===== config.mk =====
export PLATFORM = sky130hd
export DESIGN_NAME = plane_desc_fetch
export DESIGN_NICKNAME = d
export VERILOG_FILES = /design/src/rtl/pdf_pkg.sv /design/src/rtl/pdf_regs.sv /design/src/rtl/pdf_fetch.sv /design/src/rtl/pdf_active.sv /design/src/rtl/plane_desc_fetch.sv
export SDC_FILE = /design/constraint.sdc
export NUM_CORES = 1
export LEC_CHECK = 0
export BUFFER_PORTS_ARGS = -buffer_cell sky130_fd_sc_hd__buf_2
export CAP_MARGIN = 25
export CORE_UTILIZATION = 56
export CTS_CLUSTER_SIZE = 10
export DETAILED_ROUTE_END_ITERATION = 8
export GPL_TIMING_DRIVEN = 0
export PLACE_DENSITY = 0.82
export SETUP_SLACK_MARGIN = 0.5
export SLEW_MARGIN = 20
export SYNTH_ARGS = -nofsm -noshare
export SYNTH_HDL_FRONTEND = slang
export SYNTH_SLANG_ARGS = --single-unit
export TNS_END_PERCENT = 10

===== constraint.sdc =====
create_clock -name clk -period 4.56 [get_ports clk]
set_input_delay 0.684 -clock clk [delete_from_list [all_inputs] [get_ports clk]]
set_output_delay 0.684 -clock clk [all_outputs]
set_load 0.01 [all_outputs]

===== src/rtl/pdf_pkg.sv =====
package pdf_pkg;

  localparam int DW    = 32;
  localparam int DIM_W = 11;
  localparam int H_LSB = 16;
  localparam int IGN_W = 2;

  // descriptor word indices (sequence fixed by the memory layout)
  localparam int W_CTRL  = 0;
  localparam int W_ALPHA = 1;
  localparam int W_VPO   = 3;
  localparam int W_VPS   = 4;
  localparam int W_PML   = 5;
  localparam int W_PITCH = 6;
  localparam int W_SIZE  = 7;
  localparam int W_LINK  = 9;
  localparam int W_KEY1  = 10;
  localparam int W_KEY2  = 11;
  localparam int W_PROPS = 13;
  localparam int W_CLUT  = 15;

  localparam int DEFER_BIT = 31;

  // register offsets and status bits
  localparam int REG_STATUS = 'h00;
  localparam int REG_NEXT   = 'h24;
  localparam int ST_BUSY    = 0;
  localparam int ST_ERR     = 1;

  typedef enum logic [2:0] {
    F_IDLE,
    F_ISSUE,
    F_WAIT,
    F_STORE,
    F_ADVANCE,
    F_DONE
  } fetch_state_e;

  typedef struct packed {
    logic [DW-1:0]    ctrl;
    logic [DW-1:0]    alpha;
    logic [DW-1:0]    origin;
    logic [DW-1:0]    stop;
    logic [DW-1:0]    base;
    logic [DW-1:0]    pitch;
    logic [DIM_W-1:0] height;
    logic [DIM_W-1:0] width;
    logic [DW-1:0]    key1;
    logic [DW-1:0]    key2;
    logic [DW-1:0]    props;
    logic [DW-1:0]    clut;
  } plane_cfg_t;

endpackage


===== src/rtl/pdf_regs.sv =====
module pdf_regs
  import pdf_pkg::*;
#(
  parameter int ADDR_W     = 32,
  parameter int DATA_W     = 32,
  parameter int REG_AW     = 8,
  parameter int ALIGN_BITS = 4
) (
  input  logic              clk,
  input  logic              rst,
  input  logic              reg_we,
  input  logic [REG_AW-1:0] reg_addr,
  input  logic [DATA_W-1:0] reg_wdata,
  output logic [DATA_W-1:0] reg_rdata,
  input  logic              field_start,
  input  logic              busy,
  input  logic              done,
  input  logic [ADDR_W-1:0] link,
  output logic [ADDR_W-1:0] next_node,
  output logic              start
);

  logic              err_q;
  logic              hold_q;
  logic [ADDR_W-1:0] hold_addr_q;
  logic              wr_next;
  logic              wr_status;
  logic              nn_zero;
  logic              nn_misaligned;

  assign wr_next       = reg_we && (reg_addr == REG_AW'(REG_NEXT));
  assign wr_status     = reg_we && (reg_addr == REG_AW'(REG_STATUS));
  assign nn_zero       = (next_node == '0);
  assign nn_misaligned = (next_node[ALIGN_BITS-1:0] != '0);
  assign start         = field_start && !busy && !nn_zero && !nn_misaligned;

  // next-node register with a held write during a fetch
  always_ff @(posedge clk) begin
    if (rst) begin
      next_node   <= '0;
      hold_q      <= 1'b0;
      hold_addr_q <= '0;
    end else begin
      if (wr_next && done) begin
        next_node <= reg_wdata[ADDR_W-1:0];
        hold_q    <= 1'b0;
      end else if (done) begin
        next_node <= hold_q ? hold_addr_q : link;
        hold_q    <= 1'b0;
      end else if (wr_next && busy) begin
        hold_q      <= 1'b1;
        hold_addr_q <= reg_wdata[ADDR_W-1:0];
      end else if (wr_next) begin
        next_node <= reg_wdata[ADDR_W-1:0];
      end
    end
  end

  // sticky misalignment flag, set wins over clear
  always_ff @(posedge clk) begin
    if (rst) begin
      err_q <= 1'b0;
    end else if (field_start && !busy && nn_misaligned) begin
      err_q <= 1'b1;
    end else if (wr_status && reg_wdata[ST_ERR]) begin
      err_q <= 1'b0;
    end
  end

  always_ff @(posedge clk) begin
    if (rst) begin
      reg_rdata <= '0;
    end else if (reg_addr == REG_AW'(REG_NEXT)) begin
      reg_rdata <= DATA_W'(next_node);
    end else if (reg_addr == REG_AW'(REG_STATUS)) begin
      reg_rdata <= DATA_W'({err_q, busy});
    end else begin
      reg_rdata <= '0;
    end
  end


  err_cause_chk: assert property (@(posedge clk) disable iff (rst)
    $rose(err_q) |-> $past(field_start));


  next_stable_chk: assert property (@(posedge clk) disable iff (rst)
    (!wr_next && !done) |=> $stable(next_node));

endmodule


===== src/rtl/pdf_fetch.sv =====
module pdf_fetch
  import pdf_pkg::*;
#(
  parameter int ADDR_W     = 32,
  parameter int WORDS      = 16,
  parameter int ALIGN_BITS = 4
) (
  input  logic              clk,
  input  logic              rst,
  input  logic              start,
  input  logic [ADDR_W-1:0] start_base,
  input  logic              start_bottom,
  output logic              mem_req_valid,
  input  logic              mem_req_ready,
  output logic [ADDR_W-1:0] mem_req_addr,
  input  logic              mem_rsp_valid,
  input  logic [DW-1:0]     mem_rsp_data,
  output logic              busy,
  output logic              done,
  output logic              tag_bottom,
  output plane_cfg_t        shadow,
  output logic [ADDR_W-1:0] link
);

  localparam int IDX_W = $clog2(WORDS);

  fetch_state_e      state_q;
  logic [IDX_W-1:0]  idx_q;
  logic [ADDR_W-1:0] base_q;
  logic [DW-1:0]     data_q;

  assign busy          = (state_q != F_IDLE);
  assign done          = (state_q == F_DONE);
  assign mem_req_valid = (state_q == F_ISSUE);
  assign mem_req_addr  = base_q + ADDR_W'({idx_q, 2'b00});

  always_ff @(posedge clk) begin
    if (rst) begin
      state_q    <= F_IDLE;
      idx_q      <= '0;
      base_q     <= '0;
      data_q     <= '0;
      tag_bottom <= 1'b0;
    end else begin
      case (state_q)
        F_IDLE: begin
          if (start) begin
            base_q     <= start_base;
            tag_bottom <= start_bottom;
            idx_q      <= '0;
            state_q    <= F_ISSUE;
          end
        end
        F_ISSUE: begin
          if (mem_req_ready) state_q <= F_WAIT;
        end
        F_WAIT: begin
          if (mem_rsp_valid) begin
            data_q  <= mem_rsp_data;
            state_q <= F_STORE;
          end
        end
        F_STORE: begin
          state_q <= F_ADVANCE;
        end
        F_ADVANCE: begin
          if (idx_q == IDX_W'(WORDS - 1)) begin
            state_q <= F_DONE;
          end else begin
            idx_q   <= idx_q + 1'b1;
            state_q <= F_ISSUE;
          end
        end
        F_DONE: begin
          state_q <= F_IDLE;
        end
        default: state_q <= F_IDLE;
      endcase
    end
  end

  // shadow copy, written one word per store cycle, no reset needed
  always_ff @(posedge clk) begin
    if (state_q == F_STORE) begin
      case (int'(idx_q))
        W_CTRL:  shadow.ctrl   <= data_q;
        W_ALPHA: shadow.alpha  <= data_q;
        W_VPO:   shadow.origin <= data_q;
        W_VPS:   shadow.stop   <= data_q;
        W_PML:   shadow.base   <= data_q;
        W_PITCH: shadow.pitch  <= data_q;
        W_SIZE: begin
          shadow.height <= data_q[H_LSB +: DIM_W];
          shadow.width  <= data_q[DIM_W-1:0];
        end
        W_LINK:  link          <= data_q[ADDR_W-1:0];
        W_KEY1:  shadow.key1   <= data_q;
        W_KEY2:  shadow.key2   <= data_q;
        W_PROPS: shadow.props  <= data_q;
        W_CLUT:  shadow.clut   <= data_q;
        default: ;
      endcase
    end
  end


  req_hold_chk: assert property (@(posedge clk) disable iff (rst)
    (mem_req_valid && !mem_req_ready) |=> (mem_req_valid && $stable(mem_req_addr)));


  base_ok_chk: assert property (@(posedge clk) disable iff (rst)
    busy |-> ((base_q[ALIGN_BITS-1:0] == '0) && (base_q != '0)));

endmodule


===== src/rtl/pdf_active.sv =====
module pdf_active
  import pdf_pkg::*;
(
  input  logic       clk,
  input  logic       rst,
  input  logic       done,
  input  logic       field_start,
  input  plane_cfg_t shadow,
  input  logic       tag_bottom,
  output plane_cfg_t cfg_q,
  output logic       enable_q,
  output logic       bottom_q
);

  logic defer;
  logic pend_q;
  logic commit;

  assign defer  = shadow.ctrl[DEFER_BIT];
  assign commit = (done && !defer) || (field_start && pend_q);

  always_ff @(posedge clk) begin
    if (rst) begin
      cfg_q    <= '0;
      enable_q <= 1'b0;
      bottom_q <= 1'b0;
      pend_q   <= 1'b0;
    end else begin
      if (commit) begin
        cfg_q    <= shadow;
        enable_q <= (shadow.props[IGN_W-1:0] == '0);
        bottom_q <= tag_bottom;
      end
      if (done && defer) begin
        pend_q <= 1'b1;
      end else if (field_start) begin
        pend_q <= 1'b0;
      end
    end
  end


  atomic_chk: assert property (@(posedge clk) disable iff (rst)
    !commit |=> ($stable(cfg_q) && $stable(enable_q) && $stable(bottom_q)));


  defer_chk: assert property (@(posedge clk) disable iff (rst)
    (done && defer && !(field_start && pend_q)) |=> $stable(cfg_q));


  enable_chk: assert property (@(posedge clk) disable iff (rst)
    enable_q |-> (cfg_q.props[IGN_W-1:0] == '0));

endmodule


===== src/rtl/plane_desc_fetch.sv =====
module plane_desc_fetch
  import pdf_pkg::*;
#(
  parameter int ADDR_W     = 32,
  parameter int REG_AW     = 8,
  parameter int DESC_WORDS = 16,
  parameter int ALIGN_BITS = 4
) (
  input  logic              clk,
  input  logic              rst,
  input  logic              reg_we,
  input  logic [REG_AW-1:0] reg_addr,
  input  logic [DW-1:0]     reg_wdata,
  output logic [DW-1:0]     reg_rdata,
  input  logic              field_start,
  input  logic              field_bottom,
  output logic              mem_req_valid,
  input  logic              mem_req_ready,
  output logic [ADDR_W-1:0] mem_req_addr,
  input  logic              mem_rsp_valid,
  input  logic [DW-1:0]     mem_rsp_data,
  output logic [DW-1:0]     plane_ctrl,
  output logic [DW-1:0]     plane_alpha,
  output logic [DW-1:0]     plane_origin,
  output logic [DW-1:0]     plane_stop,
  output logic [DW-1:0]     plane_base,
  output logic [DW-1:0]     plane_pitch,
  output logic [DIM_W-1:0]  plane_height,
  output logic [DIM_W-1:0]  plane_width,
  output logic [DW-1:0]     plane_key1,
  output logic [DW-1:0]     plane_key2,
  output logic [DW-1:0]     plane_props,
  output logic [DW-1:0]     plane_clut,
  output logic              plane_enable,
  output logic              plane_bottom
);

  logic              busy;
  logic              done;
  logic              start;
  logic              tag_bottom;
  logic [ADDR_W-1:0] next_node;
  logic [ADDR_W-1:0] link;
  plane_cfg_t        shadow;
  plane_cfg_t        cfg;

  pdf_regs #(
    .ADDR_W(ADDR_W), .DATA_W(DW), .REG_AW(REG_AW), .ALIGN_BITS(ALIGN_BITS)
  ) u_regs (
    .clk(clk), .rst(rst),
    .reg_we(reg_we), .reg_addr(reg_addr), .reg_wdata(reg_wdata), .reg_rdata(reg_rdata),
    .field_start(field_start), .busy(busy), .done(done), .link(link),
    .next_node(next_node), .start(start)
  );

  pdf_fetch #(
    .ADDR_W(ADDR_W), .WORDS(DESC_WORDS), .ALIGN_BITS(ALIGN_BITS)
  ) u_fetch (
    .clk(clk), .rst(rst),
    .start(start), .start_base(next_node), .start_bottom(field_bottom),
    .mem_req_valid(mem_req_valid), .mem_req_ready(mem_req_ready),
    .mem_req_addr(mem_req_addr), .mem_rsp_valid(mem_rsp_valid),
    .mem_rsp_data(mem_rsp_data),
    .busy(busy), .done(done), .tag_bottom(tag_bottom),
    .shadow(shadow), .link(link)
  );

  pdf_active u_active (
    .clk(clk), .rst(rst),
    .done(done), .field_start(field_start),
    .shadow(shadow), .tag_bottom(tag_bottom),
    .cfg_q(cfg), .enable_q(plane_enable), .bottom_q(plane_bottom)
  );

  assign plane_ctrl   = cfg.ctrl;
  assign plane_alpha  = cfg.alpha;
  assign plane_origin = cfg.origin;
  assign plane_stop   = cfg.stop;
  assign plane_base   = cfg.base;
  assign plane_pitch  = cfg.pitch;
  assign plane_height = cfg.height;
  assign plane_width  = cfg.width;
  assign plane_key1   = cfg.key1;
  assign plane_key2   = cfg.key2;
  assign plane_props  = cfg.props;
  assign plane_clut   = cfg.clut;

endmodule


==> out/metrics.cfg, run 1 <==
[timing]
fmax_mhz=262
setup_viol=0
hold_viol_final=0
finClkSkew_ps=49.5
worstMarginPinSlew_ps=1210
relSlewSlack_pct=19.4
fin_crit_ps=3820
slew_violations=0
period_share_pct=83.8
rsz0062_at_grt=false
fin_setup_tns_ps=0

[critical_path]
path_cells=ha_1 -> a211o_1 -> a21oi_2 -> clkbuf_1 -> nor4_1 -> xor2_1 -> buf_2
ff2ff_path_depth=7
cp_top_family=compound AO/OA/AOI/OAI gates
critPathBufInv=2
slowest_stage=dfxtp_1
worst_ep_arrival_time_ps=3140
cp_max_fo=10
critPathRequiredTime_ps=3880
critPathLaunchType=flip-flop
crit_path_end_kind=output pin
ff2ff_setup_slack_ps=2010
worstSetupPathType=reg -> out
crit_cells=7
max_stage_delay_ps=510

[yosys]
synth_fp_nets=2805
synth_compound_area_share_pct=7.96
syn_area_sq_mm=0.0311
ys_async_sr_fraction_pct=0
synth.distinct_cells=61
synth_fa_ha_area_share_pct=0.387
ys.flop_type=dfxtp_1
yosys.area_share.simple_pct=15.1
synth.avg_cell_area_sq_um=11.4
synth_seq_cells=889
synth.area.mux_share_pct=3.69
synth_xor_xnor_area_share_pct=0.762
yosysSeqAreaShare_pct=69.4
synth_top_family_by_area=simple AND/OR/NAND/NOR gates
synthCells=2717
synth_edf_count=374
ys_warn_count=0

[routing]
vias=23400
drt-initial-drc-count=2019
routed_wl_microns=95000
drc=0
vias_per_cell=5.62
final_antenna_net_count=1
wl_per_cell_microns=22.8
firstDrtPassIters=6

[global_route]
grt_pass1_wl_microns=137000
grt_overflow_total=0
grt_pass1_vias=22500
grt_usage_pct=33.1
grt_max_degree=29
antenna_found_initial=8

[placed_design]
gp_congestion=0.870
port_buffers=487
placed_cells=3971
dpl.hpwl_microns=64300

[cts]
ctsHtreeMaxLevel=3
clock_path_buffers=3
cts_buffers=99
postCtsSetupRepairBufs=0
cts_tree=done
clk_pin_slew_ps=60
root_buffer=clkbuf_16
ctsResizeCount=0
clkLatencyLatePin_ps=660
hold_buffers=0
clkSinkCount=889

[power_and_ir_drop]
p_leak_uw=0.0143
power.total_uw=15700
p_sw_uw=3280
combinationalPowerShare_pct=1.4
internal_power_uw=12500
pwr-share-clk_pct=46.2
seqPwrFrac_pct=52.4
vdd.ir_drop.worst_mv=0.472
power_density_mw_per_mm2=415
p_sw_share_pct=20.8

[floorplan]
design.core.area_sq_mm=0.0543
io_pins=488
dieHeight_microns=237
dieArea_sq_mm=0.0564
dieWidth_microns=237
start_util_pct=57.1
row_count=85

[layout]
fin_cells=4163
drive_above_1_share_pct=22.3
nets=3424
area_growth_pct=22.1

[status]
status=complete, but fails checks
violations=antenna rules

[worst_hold_path]
min_path_cells=3
worstHoldPathType=in -> reg

[flow_run]
cap_violations=0

area by class of cell:
| cell class | count | area [sq um] |
|---|---|---|
| Clock inverter | 7 | 144 |
| Clock buffer | 171 | 2790 |
| Antenna cell | 11 | 27.5 |
| Buffer | 176 | 822 |
| Timing Repair Buffer | 518 | 2890 |
| Fill cell | 3726 | 16400 |
| Multi-Input combinational cell | 1646 | 8750 |
| Sequential cell | 889 | 21500 |
| Inverter | 6 | 22.5 |
| Tap cell | 739 | 925 |
through the flow:
| step | setup WS [ps] | util (%) | hold WS [ps] | instance area, sq um |
|---|---|---|---|---|
| 2_1_floorplan | 1020 | - | 437 | 31100 |
| 3_3_place_gp | -562 | 63.3 | 435 | 34400 |
| 3_5_place_dp | 1250 | 64.2 | 441 | 34900 |
| 4_1_cts | 552 | 69.6 | 238 | 37800 |
| 5_1_grt | 567 | 69.7 | 246 | 37900 |
| 6_report | 739 | 69.8 | 254 | 37900 |
power by group through the flow:
stage / clock network [uW] / logic, uW / registers [uW]
finish: 7270 / 219 / 8240
global route: 7660 / 232 / 8240
CTS: 7300 / 215 / 8240
detailed placement: 0 / 212 / 8410
global placement: 0 / 209 / 8410
floorplan: 0 / 110 / 8400
registers in the layout, indices dropped and copies added (netlist names):
register,count
u_active.cfg_q,342
u_fetch.shadow,342
u_fetch.base_q,32
u_fetch.data_q,32
u_fetch.link,32
u_regs.hold_addr_q,32
u_regs.next_node,32
u_regs.reg_rdata,32
u_fetch.idx_q,4
u_fetch.state_q,3
u_active.bottom_q,1
u_active.enable_q,1
u_active.pend_q,1
u_fetch.tag_bottom,1
u_regs.err_q,1
u_regs.hold_q,1
cell usage after synthesis (all sizes together) (8+ instances only):
master,number,share of area (%)
mux2,19,0.69
mux2i,93,3.0
or2,13,0.26
and3,8,0.16
nor3,15,0.33
buf,78,1.5
xnor2,12,0.34
o2bb2ai,20,0.56
and2,34,0.69
nand3,27,0.48
nand2b,125,2.5
nor2,19,0.23
nand4,9,0.20
a21oi,392,6.3
a32o,13,0.42
xor2,15,0.42
edfxtp,374,36
nand2,764,9.2
nor4,12,0.31
ha,8,0.32
clkbuf,98,1.2
dfxtp,515,33
worst min-delay path, delay by kind of cell:
family	cells	cell delay, ps
and+or+nand+nor	1	40
AOI/OAI and AO/OA	1	50
buffers and inverters	1	90
placed cells by master (no fill, tap or decap), types with 9 or more instances in the layout:
master     netlist  layout
o2bb2ai_1       20      20
nor4_1          10      10
xnor2_1         12      12
clkbuf_1        98     166
edfxtp_1       374     374
dfxtp_1        515     514
buf_6            7      10
mux2i_1         93      93
buf_2           60     547
nand2b_1       125     125
diode_2          0      11
buf_8            0      11
clkbuf_16        0      99
a32o_1          13      13
mux2_2          19      19
nand2_1        764     764
xor2_1          15      15
a21oi_1        391     390
nand3_1         26      26
and2_1          34      34
nor2_1          19      10
buf_4            9      18
nor3_1          12       9
logic make-up (layout without fill, tap and decap cells):
family / after synthesis / in the layout
AOI/OAI and AO/OA: 448 / 448
xor gates and xnor gates: 27 / 27
adders and majority gates: 9 / 9
buffers and inverters: 182 / 878
DFF: 889 / 889
muxes: 112 / 112
other: 0 / 11
and+or+nand+nor: 1050 / 1050
metal layers:
layer / global-route usage [%] / vias up / part of all wire [%]
met2: 51.8 / 1309 / 46
met1: 42.5 / 11300 / 38
met4: 18.0 / 2 / 5.4
met5: 0 / - / 0.014
met3: 8.41 / 291 / 10
li1: - / 10500 / -
final timing paths:
path                      startpoint                   to
setup / recovery    u_fetch.idx_q[1]     mem_req_addr[31]
hold / removal      mem_rsp_data[20]   u_fetch.data_q[20]
setup reg to reg  u_fetch.state_q[1]  u_active.cfg_q[237]
hold reg to reg   u_active.cfg_q[92]   u_active.cfg_q[92]
(Power assumes the default switching activity.)
==> run 2, diff against run 1 <==
clock period = 3.55 ns   (was 4.56 ns; I/O delays follow)
==> run 2 against run 1 <==
The run now ends clean. Via count increased by 1.1%. Non-clock buffer count increased by 9. Count of clock-buffer cells in the layout decreased by 1. Power increased by 28%. Critical path depth unchanged. Sequential power increased by 29%. Hold slack got worse by 160 ps. Clock power increased by 28%. Register-to-register slack got worse by 1200 ps. Clock skew decreased by 8.8 ps. First-iteration DRC count increased by 23%. Critical path type unchanged. Critical endpoint is now mem_req_addr[18]. Largest cell class unchanged. Largest power group unchanged.
==> out/metrics.cfg, run 2 (synthesis results as in run 1) <==
[floorplan]
dieWidth_microns=237  ; unchanged
io_pins=488  ; unchanged
row_count=85  ; unchanged
design.core.area_sq_mm=0.0543  ; unchanged
dieHeight_microns=237  ; unchanged
start_util_pct=57.1  ; unchanged
dieArea_sq_mm=0.0564  ; unchanged

[global_route]
grt_usage_pct=33.7  ; was 33.1%
grt_pass1_vias=23100  ; was 22500
grt_overflow_total=0  ; unchanged
grt_max_degree=29  ; unchanged
grt_pass1_wl_microns=140000  ; was 137000 microns
antenna_found_initial=9  ; was 8

[flow_run]
cap_violations=0  ; unchanged

[cts]
root_buffer=clkbuf_16  ; unchanged
ctsHtreeMaxLevel=3  ; unchanged
hold_buffers=0  ; unchanged
clock_path_buffers=3  ; unchanged
cts_tree=done  ; unchanged
clkLatencyLatePin_ps=680  ; was 660 ps
clkSinkCount=889  ; unchanged
clk_pin_slew_ps=60  ; about the same
cts_buffers=99  ; unchanged

[layout]
fin_cells=4168  ; was 4163
area_growth_pct=22.9  ; was 22.1%
drive_above_1_share_pct=23.0  ; was 22.3%
nets=3433  ; was 3424
final_common_cell=nand2_1  ; unchanged
final_cell_mix=nand2_1, buf_2, dfxtp_1  ; unchanged
postLayoutCellArea_sq_mm=0.0382  ; was 0.0379 sq mm
reg_top3=u_active.cfg_q x342, u_fetch.shadow x342  ; unchanged

[routing]
firstDrtPassIters=7  ; was 6
drc=0  ; unchanged
wl_per_cell_microns=23.1  ; was 22.8 microns
drt-initial-drc-count=2474  ; was 2019
final_antenna_net_count=0  ; was 1
vias=23700  ; was 23400
routed_wl_microns=96200  ; was 95000 microns
vias_per_cell=5.68  ; was 5.62

[power_and_ir_drop]
combinationalPowerShare_pct=1.4  ; about the same
p_sw_uw=4250  ; was 3280 uW
p_leak_uw=0.0144  ; was 0.0143 uW
seqPwrFrac_pct=52.4  ; about the same
p_sw_share_pct=21.0  ; was 20.8%
pwr-share-clk_pct=46.2  ; about the same
vdd.ir_drop.worst_mv=0.555  ; was 0.472 mV
internal_power_uw=16000  ; was 12500 uW
power_density_mw_per_mm2=530  ; was 415 mW/mm^2

[critical_path]
critPathLaunchType=flip-flop  ; unchanged
cp-endpoint=mem_req_addr[18]  ; was mem_req_addr[31]
startpoint=u_fetch.idx_q[0]  ; was u_fetch.idx_q[1]
cp_top_family=simple AND/OR/NAND/NOR gates  ; was compound AO/OA/AOI/OAI gates
worstSetupPathType=reg -> out  ; unchanged
slowest_stage=or4b_4  ; was dfxtp_1
worst_ep_arrival_time_ps=2560  ; was 3140 ps
cp_max_fo=3  ; was 10
r2r_start=u_fetch.state_q[2]  ; was u_fetch.state_q[1]
crit_cells=7  ; unchanged
critPathRequiredTime_ps=3020  ; was 3880 ps
ff2ff_setup_slack_ps=830  ; was 2010 ps
critPathBufInv=1  ; was 2
max_stage_delay_ps=540  ; was 510 ps
crit_path_end_kind=output pin  ; unchanged
ff2ff_path_depth=8  ; was 7
rr_endpoint=u_fetch.shadow[280]  ; was u_active.cfg_q[237]
path_cells=ha_4 -> fa_2 -> nand3_4 -> and2_4 -> or4b_4 -> xnor2_2 -> buf_2  ; was ha_1 -> a211o_1 -> a21oi_2 -> clkbuf_1 -> nor4_1 -> xor2_1 -> buf_2

[timing]
finClkSkew_ps=40.7  ; was 49.5 ps
worstMarginPinSlew_ps=1220  ; was 1210 ps
setup_viol=0  ; unchanged
holdWs_ps=92.9  ; was 254 ps
fmax_mhz=323
fin_crit_ps=3090
slew_violations=0  ; unchanged
period_share_pct=87.1
hold_viol_final=0  ; unchanged
rsz0062_at_grt=true  ; was false
relSlewSlack_pct=18.3  ; was 19.4%

[placed_design]
placed_area_sq_mm=0.0350  ; was 0.0349 sq mm
dpl.hpwl_microns=64700  ; was 64300 microns
placed_cells=3971  ; unchanged
port_buffers=487  ; unchanged
gp_congestion=0.879  ; was 0.870

[status]
status=finished clean  ; was complete, but fails checks

[worst_hold_path]
worstHoldPathType=in -> reg  ; unchanged

## run 2: cell types whose count changed in the layout (fill, tap and decap cells not counted), moves of 2 or more
cell	change
buf_16	+2
buf_8	+3
diode_2	-4
dfxtp_4	+2
dfxtp_1	-6
dfxtp_2	+4
ha_1	-4
buf_4	+5
ha_4	+4
## run 2: repair_timing
| action | in CTS | in global routing |
|---|---|---|
| pin swaps | 7 | 5 |
| gates resized for setup | 27 | 3 |
| endpoints found under the setup margin | 26 | 22 |
| buffers inserted | 9 | 0 |
## run 2: how the worst min path moves through the flow
stage / start / slack [ps] / endpoint / cells after the start
after floorplan: u_fetch.tag_bottom / 440 / u_active.bottom_q / 2
after global placement: u_active.cfg_q[334] / 430 / u_active.cfg_q[334] / 2
after detailed placement: u_active.cfg_q[329] / 440 / u_active.cfg_q[329] / 2
after CTS: mem_rsp_data[17] / 70 / u_fetch.data_q[17] / 3
after global routing: mem_rsp_data[12] / 90 / u_fetch.data_q[12] / 3
final: mem_rsp_data[15] / 90 / u_fetch.data_q[15] / 3
## run 2: area by class of cell
class | count | area [sq um]
diodes | 7 | 17.5
plain buffers | 176 | 833
clock buffers | 170 | 2760
clock inverters | 8 | 164
fillers | 3701 | 16200
inverters | 6 | 22.5
multi-input cells | 1646 | 8870
flip-flops and latches | 889 | 21600
well taps | 739 | 925
repair buffers | 527 | 3010
## run 2: per-layer routing
metal | GRT usage (%) | vias to the layer above | share of wire [%]
li1 | - | 10600 | -
met1 | 42.8 | 11400 | 37
met2 | 53.2 | 1386 | 47
met3 | 9.03 | 291 | 12
met4 | 17.1 | 2 | 5.1
met5 | 0 | - | 0.027
## run 2: metrics by stage
stage	setup slack, ps	utilization, %	total power (uW)	TNS (ps)
floorplan	11.0	-	10900	0
global placement	-1590	63.3	11100	-104990
detailed placement	456	64.3	11100	0
CTS	434	70.1	20200	0
global route	385	70.2	20700	0
finish	459	70.2	20200	0
## run 2: power by group through the flow
stage               Combinational [uW]  Clock (uW)  Sequential, uW
floorplan                          141           0           10800
global route                       299        9790           10600
finish                             281        9340           10600
CTS                                276        9370           10600
global placement                   267           0           10800
detailed placement                 274           0           10800
## run 2: worst min-delay path, stage by stage
cell	delay (ps)
buf_2	100
nand2_1	50
a21oi_1	50
